File: src/rtl/rxlock_recovery_pkg.sv
package rxlock_recovery_pkg;

    localparam int PHY_AW   = 16;
    localparam int PHY_DW   = 16;
    localparam int LTSSM_W  = 6;

    localparam logic [LTSSM_W-1:0] RCVR_LOCK_CODE = 6'h0D;
    localparam logic [PHY_AW-1:0]  ADDR_RX_STATUS = 16'h100D;
    localparam logic [PHY_AW-1:0]  ADDR_RX_OVRD   = 16'h1005;
    localparam logic [PHY_DW-1:0]  OVRD_EN_MASK   = 16'h0028;

    typedef enum logic [2:0] {
        ST_IDLE,
        ST_RXV,
        ST_RD_SET,
        ST_WR_SET,
        ST_HOLD,
        ST_RD_CLR,
        ST_WR_CLR
    } rcv_state_e;

    typedef struct packed {
        logic              we;
        logic [PHY_AW-1:0] addr;
        logic [PHY_DW-1:0] data;
    } phy_op_t;

    function automatic phy_op_t mk_read(input logic [PHY_AW-1:0] a);
        phy_op_t o;
        o.we   = 1'b0;
        o.addr = a;
        o.data = '0;
        return o;
    endfunction

    function automatic phy_op_t mk_write(input logic [PHY_AW-1:0] a,
                                         input logic [PHY_DW-1:0] d);
        phy_op_t o;
        o.we   = 1'b1;
        o.addr = a;
        o.data = d;
        return o;
    endfunction

endpackage

File: src/rtl/rxlock_stuck_detect.sv
module rxlock_stuck_detect
    import rxlock_recovery_pkg::*;
(
    input  logic               clk,
    input  logic               rst,
    input  logic               link_up,
    input  logic               link_training,
    input  logic [LTSSM_W-1:0] ltssm_code,
    output logic               stuck_q
);

    logic trained;
    assign trained = link_up && !link_training;

    always_ff @(posedge clk) begin
        if (rst) stuck_q <= 1'b0;
        else     stuck_q <= !trained && (ltssm_code == RCVR_LOCK_CODE);
    end

    // a non-matching code never leaves a trigger behind
    p_code_gate_r2: assert property (@(posedge clk) disable iff (rst)
        (ltssm_code != RCVR_LOCK_CODE) |=> !stuck_q);

    // a trained link never leaves a trigger behind
    p_trained_gate_r1: assert property (@(posedge clk) disable iff (rst)
        (link_up && !link_training) |=> !stuck_q);

endmodule

File: src/rtl/rxlock_hold_timer.sv
module rxlock_hold_timer #(
    parameter int HOLD_CYC = 250000
) (
    input  logic clk,
    input  logic rst,
    input  logic load,
    output logic expired
);

    localparam int CW = $clog2(HOLD_CYC + 1);

    logic          running;
    logic [CW-1:0] cnt;

    always_ff @(posedge clk) begin
        if (rst) begin
            running <= 1'b0;
            cnt     <= '0;
        end else if (load) begin
            running <= 1'b1;
            cnt     <= CW'(HOLD_CYC - 1);
        end else if (running) begin
            if (cnt == '0) running <= 1'b0;
            else           cnt     <= cnt - 1'b1;
        end
    end

    assign expired = running && (cnt == '0);

    // the expiry is a single-cycle event
    p_expire_once_r5: assert property (@(posedge clk) disable iff (rst)
        (expired && !load) |=> !expired);

endmodule

File: src/rtl/rxlock_phy_port.sv
module rxlock_phy_port
    import rxlock_recovery_pkg::*;
(
    input  logic              clk,
    input  logic              rst,
    input  logic              issue,
    input  phy_op_t           op,
    output logic              phy_req,
    output logic              phy_we,
    output logic [PHY_AW-1:0] phy_addr,
    output logic [PHY_DW-1:0] phy_wdata,
    input  logic              phy_ack,
    input  logic [PHY_DW-1:0] phy_rdata,
    input  logic              phy_err,
    output logic              done,
    output logic              done_err,
    output logic [PHY_DW-1:0] done_data
);

    phy_op_t cur;

    always_ff @(posedge clk) begin
        if (rst) begin
            phy_req   <= 1'b0;
            cur       <= '0;
            done      <= 1'b0;
            done_err  <= 1'b0;
            done_data <= '0;
        end else begin
            done <= 1'b0;
            if (issue) begin
                phy_req <= 1'b1;
                cur     <= op;
            end else if (phy_req && phy_ack) begin
                phy_req   <= 1'b0;
                done      <= 1'b1;
                done_err  <= phy_err;
                done_data <= phy_rdata;
            end
        end
    end

    assign phy_we    = cur.we;
    assign phy_addr  = cur.addr;
    assign phy_wdata = cur.data;

    // request and its fields hold until acknowledged
    p_req_hold_r8: assert property (@(posedge clk) disable iff (rst)
        (phy_req && !phy_ack) |=> (phy_req && $stable(phy_addr)
                                   && $stable(phy_we) && $stable(phy_wdata)));

    // never a second access while one is outstanding
    p_single_outstanding_r8: assert property (@(posedge clk) disable iff (rst)
        issue |-> !phy_req);

endmodule

File: src/rtl/rxlock_recovery_mon.sv
module rxlock_recovery_mon
    import rxlock_recovery_pkg::*;
#(
    parameter int HOLD_CYC = 250000
) (
    input  logic               clk,
    input  logic               rst,
    input  logic               link_up,
    input  logic               link_training,
    input  logic [LTSSM_W-1:0] ltssm_code,
    output logic               phy_req,
    output logic               phy_we,
    output logic [PHY_AW-1:0]  phy_addr,
    output logic [PHY_DW-1:0]  phy_wdata,
    input  logic               phy_ack,
    input  logic [PHY_DW-1:0]  phy_rdata,
    input  logic               phy_err,
    output logic               recov_event,
    output logic               recov_err
);

    rcv_state_e        state, nxt;
    logic              stuck_q;
    logic              issue;
    phy_op_t           op;
    logic              done, done_err;
    logic [PHY_DW-1:0] done_data;
    logic              tmr_load, tmr_expired;
    logic              event_d, err_set;

    rxlock_stuck_detect u_detect (
        .clk           (clk),
        .rst           (rst),
        .link_up       (link_up),
        .link_training (link_training),
        .ltssm_code    (ltssm_code),
        .stuck_q       (stuck_q)
    );

    rxlock_hold_timer #(.HOLD_CYC(HOLD_CYC)) u_timer (
        .clk     (clk),
        .rst     (rst),
        .load    (tmr_load),
        .expired (tmr_expired)
    );

    rxlock_phy_port u_port (
        .clk       (clk),
        .rst       (rst),
        .issue     (issue),
        .op        (op),
        .phy_req   (phy_req),
        .phy_we    (phy_we),
        .phy_addr  (phy_addr),
        .phy_wdata (phy_wdata),
        .phy_ack   (phy_ack),
        .phy_rdata (phy_rdata),
        .phy_err   (phy_err),
        .done      (done),
        .done_err  (done_err),
        .done_data (done_data)
    );

    always_comb begin
        nxt      = state;
        issue    = 1'b0;
        op       = '0;
        tmr_load = 1'b0;
        event_d  = 1'b0;
        err_set  = 1'b0;
        unique case (state)
            ST_IDLE: if (stuck_q) begin
                issue = 1'b1;
                op    = mk_read(ADDR_RX_STATUS);
                nxt   = ST_RXV;
            end
            ST_RXV: if (done) begin
                if (done_err) begin
                    err_set = 1'b1;
                    nxt     = ST_IDLE;
                end else if (done_data[0]) begin
                    nxt = ST_IDLE;
                end else begin
                    issue = 1'b1;
                    op    = mk_read(ADDR_RX_OVRD);
                    nxt   = ST_RD_SET;
                end
            end
            ST_RD_SET: if (done) begin
                if (done_err) begin
                    err_set = 1'b1;
                    nxt     = ST_IDLE;
                end else begin
                    issue = 1'b1;
                    op    = mk_write(ADDR_RX_OVRD, done_data | OVRD_EN_MASK);
                    nxt   = ST_WR_SET;
                end
            end
            ST_WR_SET: if (done) begin
                if (done_err) begin
                    err_set = 1'b1;
                    nxt     = ST_IDLE;
                end else begin
                    tmr_load = 1'b1;
                    nxt      = ST_HOLD;
                end
            end
            ST_HOLD: if (tmr_expired) begin
                issue = 1'b1;
                op    = mk_read(ADDR_RX_OVRD);
                nxt   = ST_RD_CLR;
            end
            ST_RD_CLR: if (done) begin
                if (done_err) begin
                    err_set = 1'b1;
                    nxt     = ST_IDLE;
                end else begin
                    issue = 1'b1;
                    op    = mk_write(ADDR_RX_OVRD, done_data & ~OVRD_EN_MASK);
                    nxt   = ST_WR_CLR;
                end
            end
            ST_WR_CLR: if (done) begin
                if (done_err) err_set = 1'b1;
                else          event_d = 1'b1;
                nxt = ST_IDLE;
            end
            default: nxt = ST_IDLE;
        endcase
    end

    always_ff @(posedge clk) begin
        if (rst) begin
            state       <= ST_IDLE;
            recov_event <= 1'b0;
            recov_err   <= 1'b0;
        end else begin
            state       <= nxt;
            recov_event <= event_d;
            recov_err   <= recov_err | err_set;
        end
    end

    // idle without a trigger keeps the port quiet
    p_idle_quiet_r1: assert property (@(posedge clk) disable iff (rst)
        (state == ST_IDLE && !stuck_q) |=> !phy_req);

    // the setting write carries both override enables
    p_set_bits_r4: assert property (@(posedge clk) disable iff (rst)
        (state == ST_WR_SET && phy_req) |->
            (phy_we && phy_addr == ADDR_RX_OVRD
             && (phy_wdata & OVRD_EN_MASK) == OVRD_EN_MASK));

    // the clearing write carries neither override enable
    p_clr_bits_r6: assert property (@(posedge clk) disable iff (rst)
        (state == ST_WR_CLR && phy_req) |->
            (phy_we && phy_addr == ADDR_RX_OVRD
             && (phy_wdata & OVRD_EN_MASK) == '0));

    // nothing is requested during the hold window
    p_hold_silent_r5: assert property (@(posedge clk) disable iff (rst)
        (state == ST_HOLD) |-> !phy_req);

    // the error flag never falls outside reset
    p_err_sticky_r9: assert property (@(posedge clk) disable iff (rst)
        recov_err |=> recov_err);

    // the completion event is one cycle wide
    p_event_pulse_r10: assert property (@(posedge clk) disable iff (rst)
        recov_event |=> !recov_event);

endmodule

File: config.mk
export PLATFORM = sky130hd
export DESIGN_NAME = rxlock_recovery_mon
export DESIGN_NICKNAME = d
export VERILOG_FILES = /design/src/rtl/rxlock_recovery_pkg.sv /design/src/rtl/rxlock_stuck_detect.sv /design/src/rtl/rxlock_hold_timer.sv /design/src/rtl/rxlock_phy_port.sv /design/src/rtl/rxlock_recovery_mon.sv
export SDC_FILE = /design/constraint.sdc
export NUM_CORES = 1
export LEC_CHECK = 0
export ABC_AREA = 1
export BUFFER_PORTS_ARGS = -buffer_cell sky130_fd_sc_hd__buf_2
export CAP_MARGIN = 20
export CELL_PAD_IN_SITES_DETAIL_PLACEMENT = 0
export CELL_PAD_IN_SITES_GLOBAL_PLACEMENT = 1
export CORE_MARGIN = 2
export CORE_UTILIZATION = 28
export DETAILED_ROUTE_END_ITERATION = 16
export GPL_ROUTABILITY_DRIVEN = 0
export PLACE_DENSITY_LB_ADDON = 0.1
export SYNTH_ARGS = -nofsm -noshare
export SYNTH_HDL_FRONTEND = slang
export SYNTH_SLANG_ARGS = --single-unit
File: constraint.sdc
create_clock -name clk -period 5.3 [get_ports clk]
set_clock_uncertainty 0.15 [all_clocks]
set_input_delay 0 -clock clk [delete_from_list [all_inputs] [get_ports clk]]
set_output_delay 0 -clock clk [all_outputs]
set_load 0.01 [all_outputs]
Yosys cells after proc, flatten, opt, wreduce, memory -nomap -nowiden:

Index checks and enable logic that the tools add are counted.
W data, S select, Z words.

* output and inout bits: 36
* word-level logic and storage cells: 97
* bits in read-only memories: 0
* bits of input ports: 28
* memory bits (writable): 0
* bits in latches: 0
* register bits after elaboration: 77
* memories kept: 0

* multiplexer cells: 44
* add/subtract/negate cells: 1
* divide/modulo/power cells: 0
* eq/ne operators: 15
* shift operators: 0
* reductions and logical operators: 19
* multipliers: 0
* order comparisons: 0
* bitwise gates (word level): 4

Operators with widths (number)
* $pmux W33 S5: 1
* $mux W29: 5
* $mux W33: 4
* $mux W18: 3
* $mux W3: 9
* $pmux W3 S7: 1
* $logic_not A18 Y1: 1
* $sub A18 B1 Y18 const B: 1
* $mux W1: 17
* $ne A2 B1 Y1 const B: 6
* $eq A3 B3 Y1 const B: 3
* $reduce_or A2 Y1: 4
* $reduce_and A7 Y1: 1
* $eq A3 B2 Y1 const B: 2
* $eq A6 B4 Y1 const B: 1
* $mux W2: 3
* $reduce_and A2 Y1: 3
* $reduce_or A5 Y1: 1
* $logic_and A1 B1 Y1: 4
* $ne A2 B2 Y1 const B: 2
* $pmux W1 S4: 1
* $reduce_bool A2 Y1: 2
* $eq A3 B1 Y1 const B: 1
* $logic_not A3 Y1: 1
* 3 further kinds: 6

Logic depth before layout (Yosys ltp):

* depth in word-level cells: 6
* depth in mapped cells: 13
* mapped depth without buffers: 12

Hierarchy:

A second synthesis with hierarchy kept.

* cell total of the unflattened synthesis: 559
* area total of the unflattened synthesis: 3769.9 sq um

By module, submodules not included
* rxlock_phy_port: seq. area each 1041.0 sq um, area each 1890.6 sq um, instances 1, cells an instance 257
* rxlock_hold_timer: seq. area each 380.4 sq um, area each 1276.2 sq um, instances 1, cells an instance 200
* rxlock_recovery_mon: seq. area each 100.1 sq um, area each 548.0 sq um, instances 1, cells an instance 92
* rxlock_stuck_detect: seq. area each 20.0 sq um, area each 55.1 sq um, instances 1, cells an instance 10

Least setup slack after synthesis:

Ideal clock, no wire load.

* kind: reg2reg
* start: register u_timer.cnt[1]
* end: register u_timer.cnt[15]
* library setup time: 109 ps
* arrival time: 1579 ps
* stages on the path, launching flop included: 13
* clock period less this slack: 1838 ps
* buffers on the path: 1
* data required time: 5041 ps
* slack: 3462 ps
* cell sequence: dfxtp_1 -> inv_1 -> ha_1 -> nand2_2 -> nor2_4 -> nand3_4 -> nand2_4 -> inv_4 -> buf_8 -> nand3b_1 -> nand3_1 -> nand2_1 -> inv_1

* cells in the longest elaborated chain, start to end: 4

RTL lines
* start: declaration: RTL line rxlock_hold_timer.sv:13 `logic [CW-1:0] cnt;`
* start signal: assignment: RTL line rxlock_hold_timer.sv:21 `cnt <= CW'(HOLD_CYC - 1);`
* start signal: assignment: RTL line rxlock_hold_timer.sv:24 `else cnt <= cnt - 1'b1;`
* $sub A18 B1 Y18: RTL line rxlock_hold_timer.sv:24
* $mux W18: RTL line rxlock_hold_timer.sv:23 `if (cnt == '0) running <= 1'b0;`
* $mux W18: RTL line rxlock_hold_timer.sv:22 `end else if (running) begin`
* $mux W18: RTL line rxlock_hold_timer.sv:19 `end else if (load) begin`

Parallel ways exist; a longest one is shown, timed or not. The select of a mux whose other input is x is not followed.
A chain may end at the register's enable or synchronous reset.

Final worst setup path:

* start: register u_timer.cnt[1]
* end: register u_port.done_data[7]

* cells in the longest elaborated chain, start to end: 6

RTL lines
* $logic_not A18 Y1: RTL line rxlock_hold_timer.sv:28 `assign expired = running && (cnt == '0);`
* $logic_and A1 B1 Y1: RTL line rxlock_hold_timer.sv:28
* $mux W1: RTL line rxlock_recovery_mon.sv:108 `ST_HOLD: if (tmr_expired) begin`
* $pmux W1 S4: RTL line rxlock_recovery_mon.sv:71 `unique case (state)`
* $not A1 Y1 (no source line)
* $reduce_and A2 Y1 (no source line)
* end signal: assignment: RTL line rxlock_phy_port.sv:38 `done_data <= phy_rdata;`
* end: declaration: RTL line rxlock_phy_port.sv:17 `output logic [PHY_DW-1:0] done_data`

Every way passes these cells.

==> results.txt <==
* GRT Overall Usage: 14.3%
- The first global-routing pass estimated 13000 µm of wire.
* Initial DRT Pass Iterations: 4
- Area Growth Syn to Fin: 21.7%
- Final cycle utilization of the critical path: 47.5%
- Of the total power, the clock network draws 47.8%.
* Die Area: 0.0118 mm²
- Setup repair after global routing left no endpoint under its margin.
* Switching power of the nets: 0.263 mW
- The number of global-route vias before repair was 2673.
- Grt ovf: 0
- The final layout contains 528 nets.
- Grouping stages by cell kind, the critical path spends the most delay in simple AND/OR/NAND/NOR gates.
- For the final routed database, the setup TNS stands at 0 ns.
* Cell variety after synth: 37
- The number of buffers and inverters on the critical path is 1.
* Largest fanout of any net on the critical path: 31
* Number of antenna violations at the first check in global routing: 0
* Master cell of the clock root buffer: clkbuf_8
* Slowest cell on crit path: nand3_4
- Yosys printed 0 warnings.
- The largest single stage delay on the critical path is 0.38 ns.
* Clock Latency Late Sink: 0.34 ns
- The worst-case IR drop observed on VDD is 0.166 mV.
* Post-cts hold buffer count: 18
* Combinational group share of total power: 8.8%
* Signal arrival time at the worst endpoint: 2.60 ns
- Filler cell count in the final layout: 1207
- Commonest cells after routing, fill and taps aside: nand2_1 (98), nor2_1 (66), dfxtp_1 (60), inv_1 (57), buf_2 (49)
- Critical path required time: 5.38 ns
- Status: finished with violations
- In this run, flip-flops and latches consume 43.4% of the power.
- Clock transition at the registers of the reported paths: 0.07 ns
- Pre-CTS setup slack: 2.79 ns
- Max-cap violations in this run came to 0.
- The worst hold path passes through 2 cells.
* Least setup slack across all paths after layout: 2.78 ns
* Register area share after synthesis: 39.3%
- Setup violations remaining at the end of the flow were counted as 0.
* Cell-by-cell listing of the critical path: inv_1 -> ha_1 -> nand2_2 -> nor2_4 -> nand3_2 -> nor2_2 -> nand2_2 -> nand3_4 -> nand2_1 -> nand2_1 -> nor2_1
* Detailed Route WL: 7730 µm
* CP Class: reg -> reg
- Hold Slack: -0.00110 ns
- Power spread over the standard cell area amounts to 287 mW/mm².
- Min Clock Period, post-route: 2.52 ns
- Synthesis produced a netlist whose cell count is 439.
* Number of max-slew violations in the final report: 0
* Max_slew headroom: 34.7%
- Detailed router's first-iteration violation count: 96
* Antenna diodes: 0
* Worst reg-to-reg setup slack: 2.78 ns
- Endpoint of the worst register-to-register path: u_port.done_data[7]
- Counting along the longest clock path gives a buffer depth of 2.
* Post-synth design cell area: 0.00306 mm²
- Cell internal power was estimated by the tool at 0.803 mW.
- Entering global routing, the biggest net connects 32 pins.
- The startpoint identified for the worst register-to-register timing path is u_timer.cnt[1].
- Leading cell type in the layout, fill and taps excluded: nand2_1
- The count of final hold-check violations came to 1.
- The worst hold path terminates at u_timer.cnt[16].
- Effective utilization at floorplan: 28.5%
* Area taken by multi-input logic gates: 0.00146 mm²
- Static leakage: 1.84 nW
- Switching part of the total: 24.7%
- For this run, design rule violations remaining after detail routing come to 0.
- CTS built an H-tree with a depth of 3.
- Count of nets left with antenna violations after detail routing: 0
* Cell depth of the worst flop-to-flop path: 11
- CTS tree: done
- Gates resized during post-CTS repair numbered 0.
- Yosys reg bits: 60
- Buffers inserted during clock tree synthesis total 9.
- After detailed routing, the average wire length per cell comes to 12.0 µm.
- Port bufs: 49
* Via density: 4.34
* CTS sink count: 60
* Overall die width: 109 µm
* Launch point of the worst hold path: rst
* Crit end category: flip-flop
- Violations in the final reports: hold timing
- Detailed Place HPWL: 5110 µm
- Post-CTS timing repair inserted 0 buffers for setup.
- I/O pin count: 64
- Static timing analysis puts the maximum clock frequency at 397 MHz.
- The critical path runs through a total of 11 cells.
- Floorplan die height: 109 µm
* Total via count after detailed routing: 2792
* Area of the core: 0.0107 mm²
* Category of the worst setup path launch point: flip-flop
- The floorplan has 38 rows.
- A synthesized cell averages 6.97 µm².
* Min-Delay Path Class: in -> reg
- Area used by sequential logic in the layout: 0.00120 mm²
* Slew at the pin closest to its max-slew limit: 0.979 ns
* Share of layout cells above drive strength 1: 18.3%
-- registers in the layout (all words and copies together), names as in the netlist --
register / flops
recov_err: 1
recov_event: 1
state: 3
u_detect.stuck_q: 1
u_port.done: 1
u_port.done_data: 14
u_port.done_err: 1
u_port.phy_addr: 2
u_port.phy_req: 1
u_port.phy_wdata: 15
u_port.phy_we: 1
u_timer.cnt: 18
u_timer.running: 1
-- how the worst max path moves through the flow --
stage                   start                   end  slack (ns)
2_1_floorplan  u_timer.cnt[1]       u_timer.cnt[15]        3.46
3_3_place_gp   u_timer.cnt[1]   u_port.done_data[0]        2.80
3_5_place_dp   u_timer.cnt[1]   u_port.done_data[0]        2.79
4_1_cts        u_timer.cnt[0]   u_port.done_data[7]        2.76
5_1_grt        u_timer.cnt[0]  u_port.done_data[10]        2.50
6_report       u_timer.cnt[1]   u_port.done_data[7]        2.78
-- cells by family (layout without fill, tap and decap cells) --
| group | Yosys count | count (layout) | synth area share (%) |
|---|---|---|---|
| other | 1 | 12 | 0.123 |
| and+or+nand+nor | 234 | 234 | 34.7 |
| buffers and inverters | 88 | 142 | 14.4 |
| AOI/OAI and AO/OA | 51 | 51 | 9.94 |
| adders and majority gates | 1 | 1 | 0.409 |
| xor gates and xnor gates | 4 | 4 | 1.15 |
| DFF | 60 | 60 | 39.3 |
-- power by group through the flow --
stage / sequential, mW / clock (mW) / combinational, mW
floorplan: 0.471 / 0 / 0.0684
global placement: 0.473 / 0 / 0.0869
detailed placement: 0.473 / 0 / 0.0851
CTS: 0.462 / 0.528 / 0.0954
global route: 0.464 / 0.552 / 0.109
finish: 0.463 / 0.510 / 0.0941
-- Yosys cell counts --
cell type  count  area share [%]
inv_2          1            0.12
buf_8          1            0.49
and2_1         2            0.41
buf_6          4             1.5
nand3_1       30             4.9
o21ai_0       14             2.3
o2111ai_1      1            0.29
nand3_4        2             1.1
nand3_2        1            0.33
o211ai_1       2            0.49
nand4_1       10             2.0
nor2_1        66             8.1
nor4b_1        1            0.29
buf_1          1            0.12
ha_1           1            0.41
xor2_1         4             1.1
buf_2          3            0.49
clkbuf_1       3            0.37
nand3b_1       2            0.49
nor3_1         5            0.82
a211oi_1       1            0.25
dfxtp_1       60              39
a21oi_4        1            0.53
nor4_1         1            0.20
a21oi_1       27             4.4
nor2_2         6             1.2
nand2_2        5             1.0
buf_4         17             4.2
nand2_4        1            0.37
nand2_1       98              12
o211ai_2       2            0.82
a21oi_2        3            0.86
conb_1         1            0.12
inv_1         57             7.0
nor2_4         3             1.1
or2_2          1            0.20
inv_4          1            0.20
-- metrics by stage --
stage | utilization (%) | area [µm²] | total power, mW | hold WS (ns) | std cells
2_1_floorplan | - | 3100 | 0.540 | -0.0733 | 450
3_3_place_gp | 30.7 | 3300 | 0.560 | 0.0206 | 610
3_5_place_dp | 30.7 | 3300 | 0.558 | 0.0221 | 610
4_1_cts | 34.6 | 3720 | 1.09 | 0.00463 | 644
5_1_grt | 34.6 | 3720 | 1.12 | 0.0286 | 644
6_report | 34.6 | 3720 | 1.07 | -0.00110 | 644
-- per-layer routing --
metal,track usage [%],vias to the layer above,wire (µm)
met1,18.0,1262,3700
met4,5.49,0,133
met3,2.95,9,311
met2,24.1,49,3590
met5,0,-,0
li1,-,1472,-
-- cell type report --
type	instances	share of cell area, %
clock inverters	7	3.09
clock buffers	9	3.33
well taps	140	4.71
inverters	59	6.02
multi-input cells	302	39.2
repair buffers	67	11.4
flip-flops and latches	60	32.3
(Power assumes the default switching activity.)
